--- src/rtl/simd_add_pkg.sv ---
package simd_add_pkg;

  typedef enum logic [1:0] {
    OP_SUM      = 2'b00,
    OP_DIFF     = 2'b01,
    OP_ABS_SUM  = 2'b10,
    OP_ABS_DIFF = 2'b11
  } opKind_e;

  // strobes from control to datapath
  typedef struct packed {
    logic loadDirect;  // write adder output straight into result
    logic loadStage;   // write raw adder output into the stage register
    logic loadAbs;     // run the magnitude pass and write result
  } strobe_t;

endpackage

--- src/rtl/simd_add_lane.sv ---
module simd_add_lane #(
  parameter int LANE_W = 8
) (
  input  logic [LANE_W-1:0] laneA,
  input  logic [LANE_W-1:0] laneB,
  input  logic              carryIn,
  output logic [LANE_W-1:0] laneSum,
  output logic              carryOut
);
  logic [LANE_W:0] wideSum;

  always_comb begin
    wideSum  = {1'b0, laneA} + {1'b0, laneB} + {{LANE_W{1'b0}}, carryIn};
    laneSum  = wideSum[LANE_W-1:0];
    carryOut = wideSum[LANE_W];
  end
endmodule

--- src/rtl/simd_add_ctrl.sv ---
module simd_add_ctrl
  import simd_add_pkg::*;
(
  input  logic       clk,
  input  logic       rstN,
  input  logic       start,
  input  logic [1:0] opSel,
  output strobe_t    strobe,
  output logic       opSub,
  output logic       busy,
  output logic       done
);
  logic absPendQ;
  logic doneQ;
  logic accept;

  always_comb begin
    accept            = start & ~absPendQ;
    strobe.loadDirect = accept & ~opSel[1];
    strobe.loadStage  = accept & opSel[1];
    strobe.loadAbs    = absPendQ;
    opSub             = opSel[0];
  end

  always_ff @(posedge clk) begin
    if (!rstN) begin
      absPendQ <= 1'b0;
      doneQ    <= 1'b0;
    end else begin
      absPendQ <= strobe.loadStage;
      doneQ    <= strobe.loadDirect | strobe.loadAbs;
    end
  end

  assign busy = absPendQ;
  assign done = doneQ;
endmodule

--- src/rtl/simd_add_datapath.sv ---
module simd_add_datapath
  import simd_add_pkg::*;
#(
  parameter int LANE_W = 8,
  parameter int LANES  = 4
) (
  input  logic                     clk,
  input  logic                     rstN,
  input  strobe_t                  strobe,
  input  logic                     opSub,
  input  logic [1:0]               sizeSel,
  input  logic [LANE_W*LANES-1:0]  opA,
  input  logic [LANE_W*LANES-1:0]  opB,
  output logic [LANE_W*LANES-1:0]  result
);
  localparam int DW = LANE_W * LANES;

  logic [DW-1:0]    stageQ;
  logic [1:0]       stageSizeQ;
  logic [DW-1:0]    resultQ;
  logic [DW-1:0]    sumVec;
  logic [LANES-1:0] laneCarry;
  logic [1:0]       curSize;
  logic             absStep;

  always_comb begin
    absStep = strobe.loadAbs;
    curSize = absStep ? stageSizeQ : sizeSel;
  end

  for (genvar i = 0; i < LANES; i++) begin : g_lane
    localparam bit IS_ODD   = (i % 2) == 1;
    localparam int PAIR_TOP = ((i | 1) < LANES) ? (i | 1) : i;

    logic [LANE_W-1:0] inA;
    logic [LANE_W-1:0] inB;
    logic              linkIn;
    logic              ownCin;
    logic              negElem;
    logic              cinSel;

    // sign of the element this lane belongs to, taken from the stored word
    always_comb begin
      unique case (curSize)
        2'b00:   negElem = stageQ[i*LANE_W + LANE_W-1];
        2'b01:   negElem = stageQ[PAIR_TOP*LANE_W + LANE_W-1];
        default: negElem = stageQ[DW-1];
      endcase
    end

    always_comb begin
      unique case (curSize)
        2'b00:   linkIn = 1'b0;
        2'b01:   linkIn = IS_ODD;
        default: linkIn = (i != 0);
      endcase
      if (absStep) begin
        inA    = stageQ[i*LANE_W +: LANE_W] ^ {LANE_W{negElem}};
        inB    = '0;
        ownCin = negElem;
      end else begin
        inA    = opA[i*LANE_W +: LANE_W];
        inB    = opB[i*LANE_W +: LANE_W] ^ {LANE_W{opSub}};
        ownCin = opSub;
      end
    end

    if (i == 0) begin : g_first
      assign cinSel = ownCin;
    end else begin : g_linked
      assign cinSel = linkIn ? laneCarry[i-1] : ownCin;
    end

    simd_add_lane #(.LANE_W(LANE_W)) lane_i (
      .laneA   (inA),
      .laneB   (inB),
      .carryIn (cinSel),
      .laneSum (sumVec[i*LANE_W +: LANE_W]),
      .carryOut(laneCarry[i])
    );
  end

  always_ff @(posedge clk) begin
    if (!rstN) begin
      stageQ     <= '0;
      stageSizeQ <= 2'b00;
      resultQ    <= '0;
    end else begin
      if (strobe.loadStage) begin
        stageQ     <= sumVec;
        stageSizeQ <= sizeSel;
      end
      if (strobe.loadDirect || strobe.loadAbs) begin
        resultQ <= sumVec;
      end
    end
  end

  assign result = resultQ;
endmodule

--- src/rtl/simd_lane_adder.sv ---
module simd_lane_adder
  import simd_add_pkg::*;
#(
  parameter int LANE_W = 8,
  parameter int LANES  = 4
) (
  input  logic                    clk,
  input  logic                    rstN,
  input  logic                    start,
  input  logic [1:0]              opSel,
  input  logic [1:0]              sizeSel,
  input  logic [LANE_W*LANES-1:0] opA,
  input  logic [LANE_W*LANES-1:0] opB,
  output logic [LANE_W*LANES-1:0] result,
  output logic                    done
);
  strobe_t ctrlStrobe;
  logic    ctrlSub;
  logic    ctrlBusy;

  simd_add_ctrl ctrl_i (
    .clk   (clk),
    .rstN  (rstN),
    .start (start),
    .opSel (opSel),
    .strobe(ctrlStrobe),
    .opSub (ctrlSub),
    .busy  (ctrlBusy),
    .done  (done)
  );

  simd_add_datapath #(.LANE_W(LANE_W), .LANES(LANES)) dp_i (
    .clk    (clk),
    .rstN   (rstN),
    .strobe (ctrlStrobe),
    .opSub  (ctrlSub),
    .sizeSel(sizeSel),
    .opA    (opA),
    .opB    (opB),
    .result (result)
  );
endmodule

--- config.mk ---
export PLATFORM = sky130hd
export DESIGN_NAME = simd_lane_adder
export DESIGN_NICKNAME = d
export VERILOG_FILES = /design/src/rtl/simd_add_pkg.sv /design/src/rtl/simd_add_lane.sv /design/src/rtl/simd_add_ctrl.sv /design/src/rtl/simd_add_datapath.sv /design/src/rtl/simd_lane_adder.sv
export SDC_FILE = /design/constraint.sdc
export NUM_CORES = 1
export LEC_CHECK = 0
export BUFFER_PORTS_ARGS = -buffer_cell sky130_fd_sc_hd__buf_2
export CAP_MARGIN = 10
export CORE_MARGIN = 4
export CORE_UTILIZATION = 50
export CTS_BUF_LIST = sky130_fd_sc_hd__clkbuf_16
export CTS_CLUSTER_SIZE = 10
export DETAILED_ROUTE_END_ITERATION = 10
export GPL_TIMING_DRIVEN = 1
export HOLD_SLACK_MARGIN = 0.03
export MAX_ROUTING_LAYER = met4
export PLACE_DENSITY = 0.83
export RECOVER_POWER = 100
export SYNTH_ARGS = -nofsm -noshare
export SYNTH_HDL_FRONTEND = slang
export SYNTH_SLANG_ARGS = --single-unit
--- constraint.sdc ---
create_clock -name clk -period 7.4 [get_ports clk]
set_input_delay 0 -clock clk [delete_from_list [all_inputs] [get_ports clk]]
set_output_delay 0 -clock clk [all_outputs]
set_load 0.02 [all_outputs]
==> results of run 1 <==
[cell families after synthesis]
kind of cell,after synthesis
simple gates,169
compound gates,155
xor+xnor,81
flops,68
buf+inv,53
fa+ha+maj,35
mux,19
[power by group through the flow]
| stage | registers [uW] | logic, uW | clock network [uW] |
|---|---|---|---|
| 5_1_grt | 441 | 557 | 466 |
| 6_report | 436 | 510 | 449 |
| 3_3_place_gp | 440 | 452 | 0 |
| 3_5_place_dp | 442 | 463 | 0 |
| 4_1_cts | 435 | 488 | 450 |
| 2_1_floorplan | 466 | 311 | 0 |
[registers in the layout (all words and copies together), names as in the netlist]
signal	count
dp_i.stageQ	32
dp_i.stageSizeQ	2
dp_i.result	32
ctrl_i.busy	1
ctrl_i.done	1
[critical path: cells and delay by family, from the launching register on]
kind	cells	cell delay, ps
AO/OA/AOI/OAI	17	3220
XOR/XNOR	2	280
adder cells (fa/ha/maj)	8	2180
buffers and inverters	2	90
flip-flops	1	390
multiplexers	4	990
AND/OR/NAND/NOR	2	110
[path summary, 6_finish.rpt]
check	slack [ps]	start	cells past startpoint	to
worst max-delay path	-0.7	ctrl_i.busy	35	dp_i.stageQ[30]
worst min-delay path	250	start	5	dp_i.result[28]
worst max register to register	-0.7	ctrl_i.busy	35	dp_i.stageQ[30]
worst min register to register	470	dp_i.result[12]	2	dp_i.result[12]
[area by class of cell]
cell class | instances | area [um^2] | area share [%]
Clock buffer | 9 | 225 | 3.79
Sequential cell | 68 | 1370 | 23.0
Tap cell | 129 | 161 | 2.72
Timing Repair Buffer | 131 | 727 | 12.2
Clock inverter | 7 | 82.6 | 1.39
Inverter | 14 | 52.6 | 0.885
Multi-Input combinational cell | 459 | 3330 | 56.0
[cells in the final DEF (no fill, tap or decap), types with 25 or more instances in the layout]
master                     instances
sky130_fd_sc_hd__nand3_1          25
sky130_fd_sc_hd__nand2_1          63
sky130_fd_sc_hd__nor2_1           48
sky130_fd_sc_hd__ha_1             27
sky130_fd_sc_hd__buf_2            70
sky130_fd_sc_hd__dfxtp_1          66
sky130_fd_sc_hd__o21ai_0          35
sky130_fd_sc_hd__xnor2_1          55
sky130_fd_sc_hd__clkbuf_1         33
sky130_fd_sc_hd__a21oi_1          32
[stage by stage]
stage | instances | setup WS (ps)
detailed placement | 783 | -312
finish | 817 | -0.683
floorplan | 580 | 159
CTS | 808 | 29.7
global placement | 783 | 34.2
global route | 817 | -253
[what timing repair did]
item / 4_1_cts / 5_1_grt
gates cloned: 1 / 0
endpoints found under the setup margin: 6 / 8
endpoints found under the hold margin: 2 / 0
hold buffers: 2 / 0
resized for setup: 15 / 12
setup buffers: 6 / 9
pin swaps: 4 / 6
[per-layer routing]
| layer | vias to the layer above | GRT usage (%) |
|---|---|---|
| met5 | - | - |
| met4 | 0 | 10.3 |
| li1 | 2218 | - |
| met3 | 40 | 3.95 |
| met1 | 2201 | 29.5 |
| met2 | 201 | 39.9 |
==> implementation parameters, run 1 <==
Parameter                              Value

Routing
  Length of routed met2 wiring    between 6000 and 7000 um
  Via count    around 4,700
  Number of detailed-route iterations in the first pass    5
  Highest routed layer    met4
  Met3 routed WL    between 1000 and 1500 um
  Starting DRC count in detailed routing    300
  Post-route met1 wirelength    5700 um
  Detailed-route wire length per cell    between 15 and 20 um
  Avg Vias per Cell    about 5.7
  Routed wire length    roughly 14,000 um
  Post-route DRC    0
  Residual antenna-violating net count after detailed routing    0

Synth
  Yosys cell types    between 40 and 50
  Xor/xnor share of the synthesized area    between 10 and 15%
  Synthesized flop and latch total    a little under 70
  Sequential cell area fraction in the yosys report    ~28%
  Share of synthesized area spent on multiplexers    around 5.0%
  Yosys warns    0
  Gate count after technology mapping    580
  Synth Net Count    686
  Simple-gate share of the synthesized area    between 15 and 20%
  Top-area cell type share of the netlist area    between 20 and 30%
  Post-synthesis average cell area    about 8.3 um^2
  Area of the mapped netlist    approximately 4800 um^2
  Cell taking the most area after synthesis    sky130_fd_sc_hd__dfxtp_1
  Most area-consuming cells after synthesis    sky130_fd_sc_hd__dfxtp_1 28%, sky130_fd_sc_hd__xnor2_1 10%, sky130_fd_sc_hd__ha_1 7.0%, sky130_fd_sc_hd__nand2_1 4.9%, sky130_fd_sc_hd__xor2_1 4.2%
  Fraction of the mapped netlist area in adder cells    approximately a tenth
  Synth Area in Compound Gates    21.6%
  Largest family of logic cells by synthesized area    compound AO/OA/AOI/OAI gates
  Proportion of register bits with asynchronous set or reset after synthesis    0%
  Post-synth EDFFs    0
  Commonest cells in the synthesized netlist    68 x sky130_fd_sc_hd__dfxtp_1, 63 x sky130_fd_sc_hd__nand2_1, 57 x sky130_fd_sc_hd__xnor2_1
  Cell with the most instances after synthesis    sky130_fd_sc_hd__dfxtp_1
  Top FF cell, synth    sky130_fd_sc_hd__dfxtp_1

Clocking
  Num Clock Sinks    68
  H-Tree Level Count    3
  Worst-skew pair later-pin latency    330 ps
  Clock slew at the register clock pins of the worst setup and hold paths    about 60 ps
  CTS Buffer Depth    2
  TritonCTS Buffers    9
  Cell at the root of the clock tree    sky130_fd_sc_hd__clkbuf_16
  CTS tree    yes

Final layout
  Total non-filler cell area in the finished layout    roughly 5900 um^2
  Inserted Diodes    0
  Area added between synthesis and finish    23.1%
  Layout cells sized above 1    between 20% and 30%
  Fin nets    roughly 790
  Filler cell count    ~770
  Core Util, Final    a little under two thirds

Power and ir drop
  Proportion of power drawn by combinational gates    around 37%
  Switching part of the total power    about a third
  Sw Pwr    between 400 and 500 uW
  Maximum resistive drop on vdd    127 uV
  LEAKAGE    0.00261 uW
  Pwr per Cell Area    235 nW/um^2
  Reg power frac    ~31%
  Final total power    approximately 1400 uW
  Portion of total power attributed to the clock network    between 30% and 40%
  Internal power    approximately 920 uW

Place
  Final HPWL DP    9140 um
  Area after detailed placement    approximately 5400 um^2
  Buffers added on ports    103
  Final Wtd Congestion    between 0.9 and 1

STA
  Setup Total Neg Slack    -0.683 ps
  Final WS setup    -0.683 ps
  Headroom to the max-slew limit    -10.4%
  Highest achievable clock rate    about 140 MHz
  Final hold viol count    0
  Worst hold slack    roughly 250 ps
  Final critical path time including I/O delays and setup    roughly 7400 ps
  Number of pins with negative max-slew slack in the final report    26
  Period utilization    100%
  Max Clock Skew    6.68 ps
  # setup viols final    1
  RSZ-0062 raised after global routing    yes
  Transition time at the pin with the least slew margin    about 1700 ps

Job
  # Max-Cap Violations    1

Run status
  Violated checks    capacitance limit, slew limit, setup timing
  Outcome    finished with violations

Die
  Total I/O pin count    between 100 and 150
  Die area    between 10,000 and 15,000 um^2
  DIE WIDTH    between 100 and 150 um
  Initial Utilization    between 50% and 60%
  Cell row count    35
  Placeable Area    a little over 9000 um^2
  Die height    approximately 110 um

Critical path
  Top fanout value on the critical path    5
  Critical path data arrival time    approximately 7600 ps
  Critical path class    reg -> reg
  Max stage delay on crit path    just under 400 ps
  Category of the worst setup path launch point    register
  Critical Path Most Common Cell    sky130_fd_sc_hd__fa_2
  Required time of the critical path    between 7000 and 8000 ps
  Cell with the largest stage delay on the worst path    sky130_fd_sc_hd__dfxtp_4
  Type of element capturing the critical path    register

Global route
  Sum of overflow across all layers after global routing    0
  Global-route usage over all layers    24.3%
  Largest net degree at the start of global routing    76
  Number of global-route vias before repair    about 4,500
  Global-route wire length before repair    between 20,000 and 25,000 um
  Number of antenna violations at the first check in global routing    0

Hold path
  Class of the worst hold path    in -> reg
Note: power is estimated with default switching activity, not from simulation.
==> run 2: changes to the inputs <==
- SKIP_CTS_REPAIR_TIMING: default -> 1
==> run 2 against run 1 <==
Net effect:
- the run ends with setup timing left
- critical path depth stayed put
- clock-buffer cell count did not move
- die area stayed put
- critical endpoint unchanged
- sequential share of layout area is 0.068 points higher
- sequential power about the same
- hold slack improved by 0.60 ps
- highest routed layer unchanged
- sequential cell count did not move
- maximum frequency decreased by 0.93%
- global-route usage is 1.1 points lower
- clock skew is 1.5 ps higher
==> implementation parameters, run 2 (same netlist as run 1, synthesis figures left out) <==
Parameter                              Value

Global route
  Number of antenna violations at the first check in global routing    1
  Largest net degree at the start of global routing    76
  Met2 Resource Use GR    between 30 and 40%
  Layer with the highest usage after global routing    met2
  Global-route wire length before repair    about 21,000 um
  Number of global-route vias before repair    4,462
  Sum of overflow across all layers after global routing    0
  Grt met1 use    ~28%
  GRT met3 Usage    under 10%
  Global-route usage over all layers    a little under a quarter

Critical path
  Critical Path Most Common Cell    sky130_fd_sc_hd__fa_2
  Critical R2R Launch    ctrl_i.busy
  Top Family by Delay on Critical Path    compound AO/OA/AOI/OAI gates
  Critical path class    reg -> reg
  Category of the worst setup path launch point    register
  Type of element capturing the critical path    register
  Count of buffer and inverter cells on the critical path    2
  Top fanout value on the critical path    5
  Reg-to-Reg End    dp_i.stageQ[30]
  Number of cell instances on the worst register-to-register path    35
  Required time of the critical path    between 7000 and 8000 ps
  Origin of the worst setup path    ctrl_i.busy
  Critical path data arrival time    ~7700 ps
  Cell with the largest stage delay on the worst path    sky130_fd_sc_hd__fa_2
  Max stage delay on crit path    approximately 390 ps
  Reg2reg setup slack    -70 ps

Place
  Number of cells after detailed placement    around 780
  Final HPWL DP    ~9000 um
  Final Wtd Congestion    around 0.92
  Buffers added on ports    ~100
  Worst-case setup slack after placement    -312 ps

Die
  Die area    about 11,000 um^2
  Cell row count    35
  Initial Utilization    just over 50%
  Total I/O pin count    between 100 and 150
  Placeable Area    around 9300 um^2
  Die height    approximately 110 um
  DIE WIDTH    between 100 and 150 um

Final layout
  Commonest cells after routing, fill and taps aside    70 x sky130_fd_sc_hd__buf_2, 66 x sky130_fd_sc_hd__dfxtp_1, 62 x sky130_fd_sc_hd__nand2_1
  Final non-filler cell total    between 800 and 900
  Layout cells sized above 1    ~23%
  Area added between synthesis and finish    22.7%
  Filler cell count    between 700 and 800
  Fin nets    around 790
  Most common cell after layout, fill and taps aside    sky130_fd_sc_hd__buf_2
  Core Util, Final    63.5%

Clocking
  H-Tree Level Count    3
  CTS tree    yes
  CTS Buffer Depth    2
  Cell at the root of the clock tree    sky130_fd_sc_hd__clkbuf_16
  Num Clock Sinks    68
  TritonCTS Buffers    9
  Clock slew at the register clock pins of the worst setup and hold paths    roughly 50 ps
  Worst-skew pair later-pin latency    330 ps

STA
  Highest achievable clock rate    134 MHz
  Setup Total Neg Slack    -119 ps
  Period utilization    101%
  Final hold viol count    0
  RSZ-0062 raised after global routing    yes
  # setup viols final    2
  Headroom to the max-slew limit    20.4%
  Final WS setup    -70.1 ps
  Transition time at the pin with the least slew margin    around 1200 ps
  Worst hold slack    about 250 ps
  Final critical path time including I/O delays and setup    7470 ps
  Max Clock Skew    a little over 8 ps
  Number of pins with negative max-slew slack in the final report    0

Routing
  Starting DRC count in detailed routing    around 290
  Number of detailed-route iterations in the first pass    5
  Via count    4,612
  Routed wire length    around 14,000 um
  Detailed-route wire length per cell    between 15 and 20 um
  Avg Vias per Cell    between 5 and 6
  Post-route DRC    0
  Residual antenna-violating net count after detailed routing    0

Run status
  Outcome    finished with violations
  Violated checks    setup timing

Hold path
  Class of the worst hold path    in -> reg
  Hold Crit Start    start
  Worst hold path depth    5
  End point of the most critical hold path    dp_i.result[28]

Job
  # Max-Cap Violations    0

Power and ir drop
  LEAKAGE    between 0.002 and 0.003 uW
  Maximum resistive drop on vdd    approximately 130 uV
  Pwr per Cell Area    236 nW/um^2
[run 2: worst max-delay path by stage]
stage	to	cells past startpoint	slack [ps]
floorplan	dp_i.stageQ[30]	37	160
global placement	dp_i.stageQ[30]	36	30
detailed placement	dp_i.stageQ[30]	36	-310
CTS	dp_i.stageQ[30]	36	-530
global route	dp_i.stageQ[30]	35	-340
finish	dp_i.stageQ[30]	35	-70
[run 2: where the power goes]
part	switching (uW)	internal (uW)	total, uW
registers	27.7	408	436
clock network	158	291	449
logic	294	217	511
[run 2: layer usage]
metal	part of all wire [%]	vias up
met3	7.0	30
met5	0	-
li1	-	2213
met4	2.7	0
met2	48	193
met1	42	2176
[run 2: stage by stage]
stage	total power [uW]	instance area, um^2
4_1_cts	1360	5740
2_1_floorplan	778	4830
3_3_place_gp	892	5430
3_5_place_dp	905	5430
6_report	1400	5920
5_1_grt	1460	5920
[run 2: final cells by class]
cell class,count,area [um^2],share of cell area [%]
timing repair buffer,127,689,11.6
antenna,1,2.50,0.0422
multi-input combinational,459,3340,56.4
clock inverter,7,82.6,1.39
sequential,68,1370,23.1
inverter,14,52.6,0.887
tap,129,161,2.72
clock buffer,9,225,3.80
[run 2: worst min-delay path, stage by stage]
cell and delay, ps:
sky130_fd_sc_hd__buf_2 110, sky130_fd_sc_hd__a21oi_2 50, sky130_fd_sc_hd__buf_4 220, sky130_fd_sc_hd__nand2_1 100
sky130_fd_sc_hd__a21boi_1 50
